File: src/rtl/baud_tick_pkg.sv
package baud_tick_pkg;

  // Rounded step: both operands pre-shifted so the intermediate stays small,
  // half the divisor added before division for round-to-nearest.
  function automatic longint unsigned calc_step(
    input longint unsigned clk_hz,
    input longint unsigned baud_hz,
    input int              acc_w
  );
    longint unsigned num;
    longint unsigned den;
    num = (baud_hz << (acc_w - 4)) + (clk_hz >> 5);
    den = clk_hz >> 4;
    return num / den;
  endfunction

endpackage

File: src/rtl/baud_phase_acc.sv
module baud_phase_acc #(
  parameter int ACC_W = 16
) (
  input  logic             clk,
  input  logic             rst,
  input  logic             adv,
  input  logic [ACC_W-1:0] step,
  output logic [ACC_W:0]   acc_q
);

  logic [ACC_W:0] sum_next;

  // The carry bit of the previous result is dropped here, so it is reported once.
  always_comb begin
    sum_next = {1'b0, acc_q[ACC_W-1:0]} + {1'b0, step};
  end

  always_ff @(posedge clk) begin
    if (rst) begin
      acc_q <= '0;
    end else if (adv) begin
      acc_q <= sum_next;
    end
  end

endmodule

File: src/rtl/baud_tick_gate.sv
module baud_tick_gate (
  input  logic carry,
  input  logic en,
  output logic tick
);

  // A carry held across a pause stays pending and is shown once enable returns.
  always_comb begin
    tick = carry & en;
  end

endmodule

File: src/rtl/baud_tick_gen.sv
module baud_tick_gen
  import baud_tick_pkg::*;
#(
  parameter longint unsigned CLK_HZ  = 25000000,
  parameter longint unsigned BAUD_HZ = 115200,
  parameter int              ACC_W   = 16
) (
  input  logic clk,
  input  logic rst,
  input  logic en,
  output logic tick
);

  localparam longint unsigned STEP_FULL = calc_step(CLK_HZ, BAUD_HZ, ACC_W);
  localparam logic [ACC_W-1:0] STEP     = STEP_FULL[ACC_W-1:0];
  localparam longint unsigned SPAN      = 64'd1 << ACC_W;
  localparam int GAP_LO = int'(SPAN / STEP_FULL);
  localparam int GAP_HI = ((SPAN % STEP_FULL) == 0) ? GAP_LO : GAP_LO + 1;

  logic [ACC_W:0] acc_q;

  baud_phase_acc #(
    .ACC_W(ACC_W)
  ) u_acc (
    .clk  (clk),
    .rst  (rst),
    .adv  (en),
    .step (STEP),
    .acc_q(acc_q)
  );

  baud_tick_gate u_gate (
    .carry(acc_q[ACC_W]),
    .en   (en),
    .tick (tick)
  );

endmodule

File: config.mk
export PLATFORM = sky130hd
export DESIGN_NAME = baud_tick_gen
export DESIGN_NICKNAME = d
export VERILOG_FILES = /design/src/rtl/baud_tick_pkg.sv /design/src/rtl/baud_phase_acc.sv /design/src/rtl/baud_tick_gate.sv /design/src/rtl/baud_tick_gen.sv
export SDC_FILE = /design/constraint.sdc
export NUM_CORES = 1
export LEC_CHECK = 0
export ABC_AREA = 1
export BUFFER_PORTS_ARGS = -buffer_cell sky130_fd_sc_hd__buf_4
export CAP_MARGIN = 25
export CORE_MARGIN = 2
export CORE_UTILIZATION = 65
export CTS_BUF_LIST = sky130_fd_sc_hd__clkbuf_8
export DETAILED_ROUTE_END_ITERATION = 8
export PLACE_DENSITY = 0.92
export SYNTH_ARGS = -nofsm -noshare
export SYNTH_HDL_FRONTEND = slang
export SYNTH_HIERARCHICAL = 1
export SYNTH_SLANG_ARGS = --single-unit
export TNS_END_PERCENT = 100
File: constraint.sdc
create_clock -name clk -period 1.7 [get_ports clk]
set_input_delay 0.34 -clock clk [delete_from_list [all_inputs] [get_ports clk]]
set_output_delay 0.34 -clock clk [all_outputs]
set_load 0.02 [all_outputs]
# After elaboration in Yosys (flattened, before gate mapping)
# Index checks and enable logic that the tools add are counted.
[classes]
bitwise_logic = 1
add_sub_neg = 1
[ops]
columns = ["cell", "count"]
rows = [
  ["$add A16 B9 Y17 const B", 1],
  ["$and A1 B1 Y1", 1],
]
[totals]
output_inout_bits = 1
register_bits = 17

# Logic depth before layout (Yosys ltp)
[depth]
ltp_word = 1
depth_mapped = 12

# Modules after synthesis
# Netlist, hierarchy kept.
[modules_own_cells]
columns = ["mod", "area_per_inst_um2", "seq_area_each_um2", "n_inst", "cells_per_inst"]
rows = [
  ["baud_phase_acc", 1620.3, 340.3, 1, 272],
  ["baud_tick_gate", 7.5, 0.0, 1, 2],
  ["baud_tick_gen", 7.5, 0.0, 1, 2],
]

# Worst setup path after synthesis
# No wires, ideal clock.
[synth_path]
kind = "register to register"
startpoint = "register u_acc.acc_q[1]"
endpoint = "register u_acc.acc_q[8]"
path_slack_ns = 0.214
stages_incl_launch_ff = 11
arrival_ns = 1.378
path_cell_list = "dfxtp_1 > fa_1 > nand2_1 > nand2_1 > and2_4 > nand2_2 > nand2_2 > xnor2_1 > nand2_1 > nand2_1 > inv_1"
[synth_between]
elab_chain_len = 1
[synth_lines]
columns = ["item", "line_no", "text"]
rows = [
  ["start: declaration", "baud_phase_acc.sv:8", "output logic [ACC_W:0] acc_q"],
  ["start signal: assignment", "baud_phase_acc.sv:22", "acc_q <= sum_next;"],
  ["$add A16 B9 Y17", "baud_phase_acc.sv:15", "sum_next = {1'b0, acc_q[ACC_W-1:0]} + {1'b0, step};"],
]
# Every way passes these cells.
# A chain may end at the register's enable or synchronous reset.

# Worst setup path after layout
[layout_path]
startpoint = "register u_acc.acc_q[1]"
endpoint = "register u_acc.acc_q[10]"
# Same word-level chain as after synthesis.

==> flow_metrics.py <==
metrics = {
    "timing": {
        "hold_ws_ns": 0.4500,
        "slew_viol_final": 0,
        "finalSetupViolations": 0,
        "skew_ns": 0.005870,
        "hold_viol": 0,
        "period_share_pct": 94.80,
        "fmax_ghz": 0.6205,
        "finalSetupTns_ns": 0,
        "post-route-min-period_ns": 1.612,
    },
    "power": {
        "pwr_density_cell_mw_per_mm2": 759.7,
        "pwr-share-comb_pct": 42.9,
        "p_sw_share_pct": 40.20,
        "ir_drop_uv": 571.2,
        "p_seq_share_pct": 33.9,
        "p_leak_uw": 0.001098,
        "p_int_uw": 832.1,
        "p_sw_uw": 559.4,
        "clkPwrFrac_pct": 23.2,
    },
    "worst_hold_path": {
        "holdCritPathClass": "in2reg",
    },
    "synthesis": {
        "yosys.cell_types.count": 28,
        "synthXorXnorAreaFrac_pct": 2.142,
        "synth_top_family_by_area": "simple AND/OR/NAND/NOR gates",
        "postSynthAreaPerCell_um2": 5.925,
        "ys.flop_type": "dfxtp_1",
        "synthSimpleGateAreaFrac_pct": 41.70,
        "syn-cell-area_mm2": 0.001635,
        "async_flop_share_pct": 0,
        "synth_adder_area_share_pct": 13.47,
        "ys_seq_area_share_pct": 20.81,
        "synthCells": 276,
        "synth_edf_count": 0,
        "ys_warn_count": 6,
        "ys_ff_latch": 17,
        "synth_compound_area_share_pct": 6.427,
        "synth.area.mux_share_pct": 0,
    },
    "grt": {
        "grt_start_max_net_pins": 31,
        "use_met1_pct": 34.78,
        "grt_pass1_wl_um": 5809,
        "antenna_found_initial": 0,
        "grt_busiest_layer": "met2",
        "grt_util_all_layers_pct": 27.69,
        "grt_use_met3_pct": 4.167,
        "use_met2_pct": 46.99,
        "grt_pass1_vias": 1377,
        "grt.overflow.total": 0,
    },
    "final_layout": {
        "layout-drive-gt1-share_pct": 12.59,
        "area.growth.synth_to_final_pct": 12.01,
        "reg_top3": "u_acc/acc_q: 17 flops",
        "num-nets-final": 315,
        "utilization_pct": 75.31,
        "largest_reg_flops": 17,
        "antenna_cells": 0,
        "regMostFlops": "u_acc/acc_q",
    },
    "clock_network": {
        "clk_pin_slew_worst_paths_ns": 0.08,
        "cts_tree": "done",
        "cts-root-buf": "clkbuf_8",
        "cts_buffer_depth": 2,
        "cts_made_buffers": 3,
        "cts.sinks": 17,
        "postCtsSetupRepairBufs": 0,
        "clk_latency_ns": 0.26,
        "htreeDepth": 1,
    },
    "die": {
        "rows": 18,
        "die_area_mm2": 0.002933,
        "pin_count": 4,
        "die_h_um": 54.16,
        "floorplan.initialDensity_pct": 67.23,
        "core_area_mm2": 0.002432,
        "die-width_um": 54.16,
    },
    "run_status": {
        "status": "finished clean",
    },
    "drt": {
        "dr_total_vias": 1640,
        "postRouteAntennaNets": 0,
        "drt_iter0_drc": 70,
        "wl_per_cell_um": 11.52,
        "drt_pass1_iterations": 4,
        "drc": 0,
        "wirelength_um": 3733,
        "viasPerCell": 5.062,
    },
    "critical_path": {
        "cpMostUsedCell": "nand2_1",
        "worstSetupPathType": "reg2reg",
        "startpoint_type": "flop",
        "timing.reg2reg.setup_slack_ns": 0.09,
        "worstPathArrival_ns": 1.77,
        "critPathRequiredTime_ns": 1.86,
        "path_delay_family": "simple AND/OR/NAND/NOR gates",
        "crit_buf_inv": 1,
        "crit_fanout": 3,
        "crit_slowest_cell": "fa_2",
        "path_cells": "fa_2 -> nand2_1 -> nand2_1 -> nand3b_1 -> nand2_2 -> nand2_1 -> nand2_1 -> nand2_1 -> nand3_1 -> nand2_1 -> inv_1",
        "cp-end-kind": "flop",
        "cpPeakStageDelay_ns": 0.40,
    },
    "flow_run": {
        "maxCapViolations": 0,
    },
    "placed_design": {
        "port_buffers": 3,
        "place_hpwl_um": 2568,
        "gp_congestion": 0.8929,
    },
}
per-stage QoR:
stage | instances | worst slack [ns] | total power, µW | instance area, µm²
after floorplan | 291 | 0.2135 | 917.8 | 1692
after global placement | 320 | 0.08905 | 987.8 | 1717
after detailed placement | 320 | 0.05081 | 1004 | 1717
after CTS | 324 | 0.04000 | 1326 | 1763
after global routing | 324 | -0.01534 | 1485 | 1832
final | 324 | 0.08845 | 1392 | 1832
power groups by stage:
stage / clock network [µW] / registers, µW / logic (µW)
5_1_grt: 336 / 477 / 672
3_5_place_dp: 0 / 476 / 528
6_report: 323 / 472 / 597
2_1_floorplan: 0 / 469 / 449
3_3_place_gp: 0 / 474 / 514
4_1_cts: 325 / 467 / 535
layout make-up:
class	count	area (µm²)
Timing Repair Buffer	3	22.52
Sequential cell	17	342.8
Tap cell	30	37.54
Fill cell	188	600.6
Clock buffer	3	41.29
Inverter	56	210.2
Clock inverter	1	5.005
Multi-Input combinational cell	214	1172
cells in the final DEF (no fill, tap or decap), drive strengths merged:
| cell type | instances |
|---|---|
| xor2 | 2 |
| buf | 3 |
| or2 | 2 |
| and2 | 1 |
| nor3 | 4 |
| clkinv | 1 |
| inv | 56 |
| clkbuf | 3 |
| a21oi | 9 |
| o21ai | 6 |
| fa | 1 |
| dfxtp | 17 |
| nand2 | 88 |
| nand3b | 2 |
| nand3 | 22 |
| xnor2 | 2 |
| o211ai | 3 |
| nand4 | 1 |
| ha | 16 |
| nor2 | 37 |
| conb | 17 |
| o31ai | 1 |
routing by layer:
| metal | up-vias | routed length, µm |
|---|---|---|
| li1 | 858 | - |
| met1 | 715 | 1641 |
| met2 | 59 | 1819 |
| met3 | 8 | 222 |
| met4 | 0 | 49 |
| met5 | - | 0 |
Yosys cell counts (2+ instances only):
cell / n / share of area [%]
inv_1: 54 / 12
nand3_1: 21 / 6.4
ha_1: 16 / 12
a21oi_1: 9 / 2.8
or2_1: 2 / 0.76
o211ai_1: 3 / 1.4
nor3_2: 3 / 1.8
dfxtp_1: 17 / 21
xnor2_1: 2 / 1.1
nand2_1: 81 / 19
conb_1: 2 / 0.46
o21ai_0: 6 / 1.8
xor2_1: 2 / 1.1
inv_2: 2 / 0.46
nand3b_1: 2 / 0.92
nand2_2: 7 / 2.7
nor2_1: 36 / 8.3
final timing paths:
path | from | to | cells past startpoint
worst max-delay path | u_acc/acc_q[1]$_SDFFE_PP0P_ | u_acc/acc_q[10]$_SDFFE_PP0P_ | 11
worst min-delay path | rst | u_acc/acc_q[8]$_SDFFE_PP0P_ | 4
worst max register to register | u_acc/acc_q[1]$_SDFFE_PP0P_ | u_acc/acc_q[10]$_SDFFE_PP0P_ | 11
worst min register to register | u_acc/acc_q[5]$_SDFFE_PP0P_ | u_acc/acc_q[5]$_SDFFE_PP0P_ | 2
what timing repair did:
item,in CTS,in global routing
endpoints found under the setup margin,0,8
gates resized for setup,0,15
hold buffers,0,0
tightest hold or removal path, delay by kind of cell:
| family | cells | cell delay [ns] |
|---|---|---|
| buffers and inverters | 2 | 0.21 |
| and+or+nand+nor | 2 | 0.12 |
logic make-up (layout without fill, tap and decap cells):
kind of cell	count (synthesis)	in the layout
AND/OR/NAND/NOR	157	157
buffers and inverters	60	63
AO/OA/AOI/OAI	19	19
adder cells (fa/ha/maj)	17	17
flip-flops	17	17
XOR/XNOR	4	4
other	2	17
Power figures use the tool's default switching activity.
